==> src/rtl/clk_pwr_pkg.sv <==
// Package: shared types and defaults for the clock, reset and power-mode controller.
// Assumes: a single oscillator clock domain.
package clk_pwr_pkg;

    // Operating modes of the controller
    typedef enum logic [1:0] {
        PM_RUN   = 2'd0,
        PM_IDLE  = 2'd1,
        PM_PDOWN = 2'd2
    } pm_state_e;

    // Phase-clock periods per machine cycle (12 oscillator periods)
    localparam int unsigned PHASES_PER_MC_DEF = 6;
    // Full machine cycles the reset pin must hold before core reset
    localparam int unsigned QUAL_MC_DEF       = 2;
    // Synchronizer depth for the reset pin
    localparam int unsigned SYNC_STAGES_DEF   = 2;

endpackage

==> src/rtl/cpc_pin_sync.sv <==
// Module: cpc_pin_sync
// Carries an asynchronous level into the oscillator domain through a
// flop chain of STAGES depth. No reset: the chain flushes itself by
// shifting while the clock runs.
module cpc_pin_sync #(
    parameter int unsigned STAGES = 2
) (
    input  logic osc_clk,
    input  logic d_async,
    output logic q_sync
);

    logic [STAGES-1:0] chain;

    // Shift the asynchronous level along the chain
    always_ff @(posedge osc_clk) begin
        chain <= {chain[STAGES-2:0], d_async};
    end

    assign q_sync = chain[STAGES-1];

endmodule

==> src/rtl/cpc_phase_gen.sv <==
// Module: cpc_phase_gen
// Halves the oscillator clock, then counts phase periods to mark each
// machine cycle with a one-clock strobe. Everything freezes while
// run_en is low. The phase counter wraps from any value, so it needs
// no reset.
module cpc_phase_gen #(
    parameter int unsigned PHASES_PER_MC = 6
) (
    input  logic osc_clk,
    input  logic run_en,
    output logic phi,
    output logic stb
);

    localparam int unsigned PW = (PHASES_PER_MC > 1) ? $clog2(PHASES_PER_MC) : 1;
    localparam logic [PW-1:0] LAST = PW'(PHASES_PER_MC - 1);

    logic          half;
    logic [PW-1:0] pcnt;

    // Divide by two and advance the phase count once per phase period
    always_ff @(posedge osc_clk) begin
        if (run_en) begin
            half <= ~half;
            if (half) begin
                pcnt <= (pcnt >= LAST) ? '0 : pcnt + 1'b1;
            end
        end
    end

    assign phi = half;
    assign stb = run_en && half && (pcnt == LAST);

endmodule

==> src/rtl/cpc_rst_qual.sv <==
// Module: cpc_rst_qual
// Counts machine-cycle strobes while the synchronized pin is high and the
// oscillator runs. Core reset goes active once QUAL_MC+1 strobes have
// been seen, which guarantees QUAL_MC complete machine cycles. The count
// clears as soon as the synchronized pin drops.
module cpc_rst_qual #(
    parameter int unsigned QUAL_MC = 2
) (
    input  logic osc_clk,
    input  logic rst_s,
    input  logic run_en,
    input  logic stb,
    output logic core_rst_n
);

    localparam int unsigned CW = $clog2(QUAL_MC + 2);
    localparam logic [CW-1:0] TARGET = CW'(QUAL_MC + 1);

    logic [CW-1:0] qcnt;

    // Count strobes while the pin is held, saturating at the target
    always_ff @(posedge osc_clk) begin
        if (!rst_s) begin
            qcnt <= '0;
        end else if (run_en && stb && (qcnt != TARGET)) begin
            qcnt <= qcnt + 1'b1;
        end
    end

    assign core_rst_n = (qcnt != TARGET);

endmodule

==> src/rtl/cpc_mode_fsm.sv <==
// Module: cpc_mode_fsm
// Run / idle / power-down sequencer. The active-low core reset returns it
// to run synchronously. Power-down has priority over idle. Power-down
// leaves only on the synchronized pin, because core reset cannot qualify
// while the oscillator is stopped.
module cpc_mode_fsm
    import clk_pwr_pkg::*;
(
    input  logic      osc_clk,
    input  logic      core_rst_n,
    input  logic      rst_s,
    input  logic      idle_req,
    input  logic      pd_req,
    input  logic      irq_pend,
    output pm_state_e mode
);

    pm_state_e nxt;

    // Choose the next mode from the requests
    always_comb begin
        nxt = mode;
        unique case (mode)
            PM_RUN: begin
                if (pd_req)        nxt = PM_PDOWN;
                else if (idle_req) nxt = PM_IDLE;
            end
            PM_IDLE:  if (irq_pend) nxt = PM_RUN;
            PM_PDOWN: if (rst_s)    nxt = PM_RUN;
            default:  nxt = PM_RUN;
        endcase
    end

    // Register the mode, with synchronous active-low reset
    always_ff @(posedge osc_clk) begin
        if (!core_rst_n) mode <= PM_RUN;
        else             mode <= nxt;
    end

endmodule

==> src/rtl/clk_pwr_ctrl.sv <==
// Module: clk_pwr_ctrl (top)
// Clock, reset and power-mode controller for a small 8-bit core.
// Assumes: osc_clk keeps toggling at the pin even while osc_run_en is low;
// the oscillator itself lies outside this block. Only port_hi responds
// to rst_pin without a clock.
module clk_pwr_ctrl
    import clk_pwr_pkg::*;
#(
    parameter int unsigned PHASES_PER_MC = PHASES_PER_MC_DEF,
    parameter int unsigned QUAL_MC       = QUAL_MC_DEF,
    parameter int unsigned SYNC_STAGES   = SYNC_STAGES_DEF
) (
    input  logic osc_clk,
    input  logic rst_pin,
    input  logic idle_req,
    input  logic pd_req,
    input  logic irq_pend,
    output logic phi_clk,
    output logic mc_stb,
    output logic cpu_clk_en,
    output logic per_clk_en,
    output logic osc_run_en,
    output logic core_rst_n,
    output logic port_hi
);

    logic      rst_s;
    pm_state_e mode;

    cpc_pin_sync #(.STAGES(SYNC_STAGES)) u_sync (
        .osc_clk (osc_clk),
        .d_async (rst_pin),
        .q_sync  (rst_s)
    );

    cpc_phase_gen #(.PHASES_PER_MC(PHASES_PER_MC)) u_phase (
        .osc_clk (osc_clk),
        .run_en  (osc_run_en),
        .phi     (phi_clk),
        .stb     (mc_stb)
    );

    cpc_rst_qual #(.QUAL_MC(QUAL_MC)) u_qual (
        .osc_clk    (osc_clk),
        .rst_s      (rst_s),
        .run_en     (osc_run_en),
        .stb        (mc_stb),
        .core_rst_n (core_rst_n)
    );

    cpc_mode_fsm u_fsm (
        .osc_clk    (osc_clk),
        .core_rst_n (core_rst_n),
        .rst_s      (rst_s),
        .idle_req   (idle_req),
        .pd_req     (pd_req),
        .irq_pend   (irq_pend),
        .mode       (mode)
    );

    // Decode the enables from the mode; force ports high from the pin directly
    assign cpu_clk_en = (mode == PM_RUN);
    assign per_clk_en = (mode != PM_PDOWN);
    assign osc_run_en = (mode != PM_PDOWN);
    assign port_hi    = rst_pin | ~core_rst_n;

endmodule

==> config.mk <==
export PLATFORM = sky130hd
export DESIGN_NAME = clk_pwr_ctrl
export DESIGN_NICKNAME = d
export VERILOG_FILES = /design/src/rtl/clk_pwr_pkg.sv /design/src/rtl/cpc_pin_sync.sv /design/src/rtl/cpc_phase_gen.sv /design/src/rtl/cpc_rst_qual.sv /design/src/rtl/cpc_mode_fsm.sv /design/src/rtl/clk_pwr_ctrl.sv
export SDC_FILE = /design/constraint.sdc
export NUM_CORES = 1
export LEC_CHECK = 0
export BUFFER_PORTS_ARGS = -buffer_cell sky130_fd_sc_hd__buf_2
export CORE_MARGIN = 1
export CORE_UTILIZATION = 34
export DETAILED_ROUTE_END_ITERATION = 10
export PLACE_DENSITY_LB_ADDON = 0.12
export SYNTH_ARGS = -nofsm -noshare
export SYNTH_HDL_FRONTEND = slang
export SYNTH_SLANG_ARGS = --single-unit
==> constraint.sdc <==
create_clock -name osc_clk -period 2.4 [get_ports osc_clk]
set_clock_uncertainty 0.1 [all_clocks]
set_input_delay 0.24 -clock osc_clk [delete_from_list [all_inputs] [get_ports osc_clk]]
set_output_delay 0.24 -clock osc_clk [all_outputs]
set_load 0.1 [all_outputs]
# --- Yosys cells after proc, flatten, opt, wreduce, memory -nomap -nowiden ---
# Index checks and enable logic that the tools add are counted.
word_totals:
  register_bits: 10
  elab_cells: 31
classes:
  addsub: 2
  order_cmp: 1
  n_eq_ne: 8
  n_mux: 5
  n_bitwise: 3
  n_reduce_logical: 7
ops:
  columns: ["operator", "count"]
  rows:
  - ["two-way mux 2 bit", 4]
  - ["inequality test 2 bit, second input constant", 4]
  - ["one-hot mux 2 bit (3 select lines)", 1]
  - ["logical AND 1 bit", 4]
  - ["adder 3 x 1 -> 3 bit, second input constant", 1]
  - ["== test 3 bit, second input constant", 1]
  - [">= comparator 3 bit, second input constant", 1]
  - ["inequality test 3 bit, second input constant", 1]
  - ["AND reduction 3 bit", 1]
  - ["adder 2 x 1 -> 2 bit, second input constant", 1]
  - ["== test 2 x 1 -> 1 bit, second input constant", 1]
  - ["== test 2 bit, second input constant", 1]
  - ["zero test 2 bit", 1]
  - ["inverter 1 bit", 2]
  - ["AND reduction 2 bit", 1]
  - ["OR 1 bit", 1]

# --- Longest topological paths before layout ---
# Gate-level depths: netlist of run 1.
depth:
  ltp_word: 5
  depth_mapped: 5
  ltp_nobuf: 5

# --- Hierarchy ---
# From an unflattened synthesis of run 1, not the netlist that was laid out.
unflattened:
  hier_cells: 44
  area_unflattened_um2: 480.5
by_module_without_submodules:
  columns: ["mod", "n_inst", "cells_per_inst", "area_per_inst_um2"]
  rows:
  - ["cpc_phase_gen", 1, 17, 217.7]
  - ["cpc_rst_qual", 1, 11, 103.8]
  - ["cpc_mode_fsm", 1, 10, 95.1]
  - ["cpc_pin_sync", 1, 2, 40.0]
  - ["clk_pwr_ctrl", 1, 4, 23.8]

# --- Worst setup path before layout of run 1 ---
# No wires, ideal clock.
synth_timing:
  path_type: "register -> output"
  start: "register u_phase.half (netlist: u_phase.phi)"
  end: "output port mc_stb"
  t_arrival_ns: 2.040
  required_time_ns: 2.060
  slack_ns: 0.020
  stages_incl_launch_ff: 3
  cell_sequence: "edfxtp_1 > and2_1 > and3_1"
synth_via:
  elab_chain_len: 2
synth_rtl:
  columns: ["element", "line", "source"]
  rows:
  - ["from (decl)", "cpc_phase_gen.sv:18", "logic half;"]
  - ["from (signal assigned)", "cpc_phase_gen.sv:24", "half <= ~half;"]
  - ["logical AND 1 bit (2 in a row)", "cpc_phase_gen.sv:32", "assign stb = run_en && half && (pcnt == LAST);"]
  - ["to (decl)", "clk_pwr_ctrl.sv:19", "output logic mc_stb,"]
# No other way between the ends.

# --- Worst setup path after layout of run 1 ---
layout_timing:
  start: "register u_fsm.mode[0]"
  end: "output port mc_stb"
layout_via:
  elab_chain_len: 3
layout_rtl:
  columns: ["element", "line", "source"]
  rows:
  - ["from (decl)", "cpc_mode_fsm.sv:15", "output pm_state_e mode"]
  - ["from (signal assigned)", "cpc_mode_fsm.sv:37", "else mode <= nxt;"]
  - ["inequality test 2 bit", "clk_pwr_ctrl.sv:64", "assign osc_run_en = (mode != PM_PDOWN);"]
  - ["logical AND 1 bit (2 in a row)", "cpc_phase_gen.sv:32", null]
# No other way between the ends.

==> out/qor.yml, run 1 <==
critical_path:
  critPathRequiredTime_ps: 2060
  slowest_stage: "buf_2"
  worstSetupPathType: "reg2out"
  crit_family: "simple AND/OR/NAND/NOR gates"
  path_cells: "nand2b_2 > and2_1 > and3_1 > buf_2"
  start_kind: "register"
  slowest_delay_ps: 410
  end_kind: "output port"
  cp.arrival_ps: 1620
  path_buf_inv: 1
  path_max_fanout: 5
floorplanning:
  io-pin-count: 12
  initial_core_util_pct: 39.03
  rows: 12
  dieHeight_um: 38.90
  die_width_um: 38.90
  core-area_um2: 1186
  dieArea_um2: 1513
grt:
  grt_overflow: 0
  grt_first_pass_wirelength_um: 1290
  grt_pass1_vias: 321
  grt_max_degree: 7
  gr-usage-all-layers_pct: 13.45
  antenna_found_initial: 0
clock_network:
  cts_buffer_depth: 2
  clock_sinks: 10
  clk_latency_ps: 260
  cts_setup_buffers: 0
  cts_buffers: 3
  cts.root.buffer_cell: "clkbuf_4"
  clk_pin_slew_ps: 60
  htree_num_levels: 1
  cts_tree: "built"
layout:
  drive_gt1_share_pct: 28.81
  diodes: 0
  fill_cells: 119
  final_net_count: 68
  synthToLayoutAreaGrowth_pct: 21.89
timing:
  fin_ws_ps: 438.5
  hold_viol_final: 0
  relSlewSlack_pct: 67.73
  worst_slew_pin_slew_ps: 487.4
  fmax_mhz: 509.8
  rsz0062_at_grt: "false"
  min_period_ps: 1962
  slew_viol_final: 0
  setup_viol: 0
  period_share_pct: 81.73
  fin_setup_tns_ps: 0
synth:
  yosysWarnings: 0
  netlist_instances: 44
  synth-seq-cells: 10
  syn_nets: 52
  syn_area_um2: 462.9
  seq_area_frac_synth_pct: 51.89
  synth_cell_types: 19
  synth.avg_cell_area_um2: 10.52
place:
  numPortBuffers: 11
  gp_routability_congestion: 0.7323
  place_ws_ps: 705.4
route:
  vias_per_cell: 4.575
  drt_iter0_drc: 2
  drt-pass1-iter-count: 3
  wl_per_cell_um: 10.14
  postRouteAntennaNets: 0
  vias: 334
  drc_errors: 0
  wl_um: 740
power:
  power_density_nw_per_um2: 1058
  ir_worst_vdd_mv: 0.5686
  leakage_nw: 0.2554
run:
  drv_cap: 0
run_status:
  status: "finished, final reports clean"
min_path:
  min_path_type: "in2reg"
[where the power goes]
group	switching (mW)	total [mW]	internal [mW]
Combinational	0.181	0.234	0.0537
Clock	0.0539	0.118	0.0641
Sequential	0.0257	0.245	0.219
[Yosys cell counts]
cell,instances,area share [%]
a21oi_1,1,1.1
and2_1,1,1.4
and3_1,1,1.4
buf_4,1,1.6
dfxtp_1,6,26
edfxtp_1,4,26
ha_1,3,8.1
inv_1,5,4.1
mux2i_1,3,6.5
nand2_1,4,3.2
nand2b_1,1,1.4
nand2b_2,1,1.9
nand3_1,1,1.1
nor2_1,5,4.1
nor2b_1,2,2.7
nor3_1,2,2.2
nor4b_4,1,5.1
o21ai_0,1,1.1
or2_2,1,1.4
[cell usage in the layout (no fill, tap or decap), drive strengths merged]
| cell type | n |
|---|---|
| o21ai | 1 |
| mux2i | 3 |
| nand2 | 4 |
| buf | 11 |
| nor2b | 2 |
| and3 | 1 |
| nand3 | 1 |
| ha | 3 |
| clkbuf | 4 |
| inv | 5 |
| nor3 | 2 |
| edfxtp | 4 |
| nand2b | 2 |
| or2 | 1 |
| nor2 | 5 |
| dlygate4sd3 | 1 |
| nor4b | 1 |
| a21oi | 1 |
| and2 | 1 |
| dfxtp | 6 |
[worst min-delay path, cell delays in order]
cell and delay (ps):
buf_2 90, mux2i_1 50, nor3_1 110
[worst paths after layout]
kind                                               startpoint                          end  slack, ps  depth (start not counted)
worst max register to register  u_phase.pcnt[1]$_SDFFCE_PP0N_  u_qual.qcnt[1]$_SDFFE_PN0P_        940                          5
worst min register to register        u_sync.chain[0]$_DFF_P_      u_sync.chain[1]$_DFF_P_        230                          0
worst max-delay path               u_fsm.mode[0]$_SDFFE_PN0P_                       mc_stb        440                          4
worst min-delay path                                   pd_req   u_fsm.mode[1]$_SDFFE_PN0P_        180                          3
[stage by stage]
stage / util (%) / cells / hold WS, ps / instance area, µm² / total power, mW
after floorplan: - / 44 / 167.7 / 462.9 / 0.4488
after global placement: 44.51 / 68 / 214.6 / 528.0 / 0.4840
after detailed placement: 44.51 / 68 / 216.0 / 528.0 / 0.4840
after CTS: 47.57 / 73 / 176.9 / 564.3 / 0.6063
after global routing: 47.57 / 73 / 201.3 / 564.3 / 0.6354
final: 47.57 / 73 / 180.7 / 564.3 / 0.5971
[sequential cells by signal, summed over array words and instances, names as in the netlist]
signal        flops
u_phase.pcnt      3
u_fsm.mode        2
u_qual.qcnt       2
u_sync.chain      2
u_phase.phi       1
[per-layer routing]
layer  global-route usage, %  vias up  part of all wire, %  wire [µm]
met5                       0        -                    0          0
met1                   12.68      147                   46        343
met4                   5.172        0                    0          0
met2                   22.92       12                   47        351
met3                   8.671        0                  6.1         45
li1                        -      175                    -          -
[cell families (layout without fill, tap and decap cells)]
family	after synthesis	in the layout	share of synthesized area (%)
mux	3	3	6.487
fa+ha+maj	3	3	8.109
buf+inv	6	21	5.677
compound gates	2	2	2.160
flops	10	10	51.89
simple gates	20	20	25.68
[what timing repair did]
item / CTS / global route
resized for setup: 0 / 0
endpoints found under the hold margin: 1 / 0
hold buffers: 1 / 0
[layout make-up]
cell class | count | area, µm² | share of cell area [%]
clock buffers | 4 | 26.28 | 4.656
inverters | 5 | 18.77 | 3.326
multi-input cells | 28 | 196.4 | 34.81
flip-flops and latches | 10 | 240.2 | 42.57
well taps | 14 | 17.52 | 3.104
repair buffers | 12 | 65.06 | 11.53
(Power assumes the default switching activity.)
==> run 2: changes to the inputs <==
==> constraint.sdc (replaced) <==
create_clock -name osc_clk -period 1.75 [get_ports osc_clk]
set_clock_uncertainty 0.1 [all_clocks]
set_input_delay 0.175 -clock osc_clk [delete_from_list [all_inputs] [get_ports osc_clk]]
set_output_delay 0.175 -clock osc_clk [all_outputs]
set_load 0.1 [all_outputs]
==> run 2 against run 1 <==
  * Combinational power grew 47%
  * Sequential cell count did not move
  * Global-route usage down 1.0 points
  * First-iteration DRC count increased to 4.0 times the previous value
  * Total power grew 49%
  * Die area did not move
  * Via count up 0.30%
  * Setup slack worse by 360 ps
  * Largest cell class unchanged
  * Largest power group is now combinational logic
  * Highest routed layer unchanged
==> out/qor.yml, run 2 (synthesis gave the netlist of run 1 again) <==
timing:
  fmax_mhz: 598.2
  setup_viol: 0  # unchanged
  period_share_pct: 95.52
  min_period_ps: 1672
  slew_viol_final: 0  # unchanged
  fin_ws_ps: 78.33  # -360.2 ps
  fin_setup_tns_ps: 0  # unchanged
  hold_slack_ps: 125.8  # -54.88 ps
  hold_viol_final: 0  # unchanged
  worst_slew_pin_slew_ps: 486.6  # -0.7461 ps
  rsz0062_at_grt: "false"
  relSlewSlack_pct: 67.78  # about the same
place:
  dpl-instance-area_um2: 568.0  # +7.6%
  post-dp-hpwl_um: 647.4
  dp_cells: 68  # unchanged
  numPortBuffers: 11  # unchanged
  place_ws_ps: 307.8  # -397.6 ps
  gp_routability_congestion: 0.6508  # -11%
clock_network:
  htree_num_levels: 1  # unchanged
  clk_pin_slew_ps: 70  # about the same
  cts_buffers: 3  # unchanged
  cts_tree: "built"
  cts_buffer_depth: 2  # unchanged
  cts.root.buffer_cell: "clkbuf_4"
  clock_sinks: 10  # unchanged
  cts_resized: 0  # unchanged
  clk_latency_ps: 260  # about the same
floorplanning:
  initial_core_util_pct: 39.03  # unchanged
  dieArea_um2: 1513  # unchanged
  io-pin-count: 12  # unchanged
  die_width_um: 38.90  # unchanged
  dieHeight_um: 38.90  # unchanged
  rows: 12  # unchanged
  core-area_um2: 1186  # unchanged
run_status:
  status: "finished, final reports clean"
grt:
  gr-usage-all-layers_pct: 12.41  # -1.0 points
  grt_max_degree: 7  # unchanged
  grt_pass1_vias: 273  # -15%
  antenna_found_initial: 0  # unchanged
  grt_first_pass_wirelength_um: 1166  # -9.6%
  grt_overflow: 0  # unchanged
route:
  vias: 335  # +0.30%
  drt_iter0_drc: 8  # +6
  wl_per_cell_um: 11.03  # +8.8%
  drt-pass1-iter-count: 3  # unchanged
  drc_errors: 0  # unchanged
  vias_per_cell: 4.589  # +0.30%
  postRouteAntennaNets: 0  # unchanged
  wl_um: 805  # +8.8%
power:
  power_density_nw_per_um2: 1450  # +37%
  leakage_nw: 0.2700  # +5.7%
  ir_worst_vdd_mv: 0.7086  # +25%
  p_total_mw: 0.8910  # +49%
layout:
  instances_no_fill: 73  # unchanged
  final_core_util_pct: 51.79  # +4.2 points
  top_register: "u_phase.pcnt"
  final_cell_mix: "buf_2 (9), dfxtp_1 (6), inv_1 (5)"
  synthToLayoutAreaGrowth_pct: 32.70
  fin_area_um2: 614.3  # +8.9%
  final_net_count: 68  # unchanged
  drive_gt1_share_pct: 35.59  # +6.8 points
  final_common_cell: "buf_2"
  diodes: 0  # unchanged
  largest_register_ffs: 3  # unchanged
critical_path:
  path_max_fanout: 5  # unchanged
  critPathRequiredTime_ps: 1470  # -590 ps
  start_kind: "register"
  cp.arrival_ps: 1400  # -220 ps
  worstSetupPathType: "reg2out"
  end_kind: "output port"
run:
  drv_cap: 0  # unchanged
min_path:
  min_path_type: "in2reg"
[run 2: power by group]
part | internal [mW] | leakage [nW] | total (mW) | switching [mW]
combinational | 0.0916 | 0.160 | 0.345 | 0.254
sequential | 0.300 | 0.0888 | 0.338 | 0.0379
clock | 0.126 | 0.0210 | 0.208 | 0.0813
total | 0.518 | 0.270 | 0.891 | 0.373
[run 2: what timing repair did]
| item | in CTS | in global routing |
|---|---|---|
| hold endpoints to repair | 1 | 0 |
| hold buffers | 1 | 0 |
| buffers inserted | 0 | 0 |
| setup endpoints to repair | 0 | 0 |
[run 2: worst paths after layout]
path | cells after the start | slack (ps) | end | from
max | 3 | 80 | port_hi | u_qual.qcnt[0]$_SDFFE_PN0P_
min | 3 | 130 | u_fsm.mode[1]$_SDFFE_PN0P_ | pd_req
max reg2reg | 5 | 300 | u_qual.qcnt[1]$_SDFFE_PN0P_ | u_phase.pcnt[1]$_SDFFCE_PP0N_
min reg2reg | 0 | 230 | u_sync.chain[1]$_DFF_P_ | u_sync.chain[0]$_DFF_P_
[run 2: area by class of cell]
type                            instances  area, µm²
Clock buffer                            4      36.28
Fill cell                             118      571.8
Inverter                                5      18.77
Multi-Input combinational cell         28      206.4
Sequential cell                        10      240.2
Tap cell                               14      17.52
Timing Repair Buffer                   12      95.09
[run 2: per-layer routing]
metal | vias up | GRT usage (%) | wire [µm]
met1 | 151 | 13.52 | 354
met4 | 0 | 7.759 | 0
met3 | 0 | 5.202 | 33
met2 | 10 | 19.58 | 417
met5 | - | 0 | 0
li1 | 174 | - | -
[run 2: worst max-delay path: stages (launching register included)]
cell     delay, ps
dfxtp_1        330
ha_1           290
or2_2          330
buf_12         170
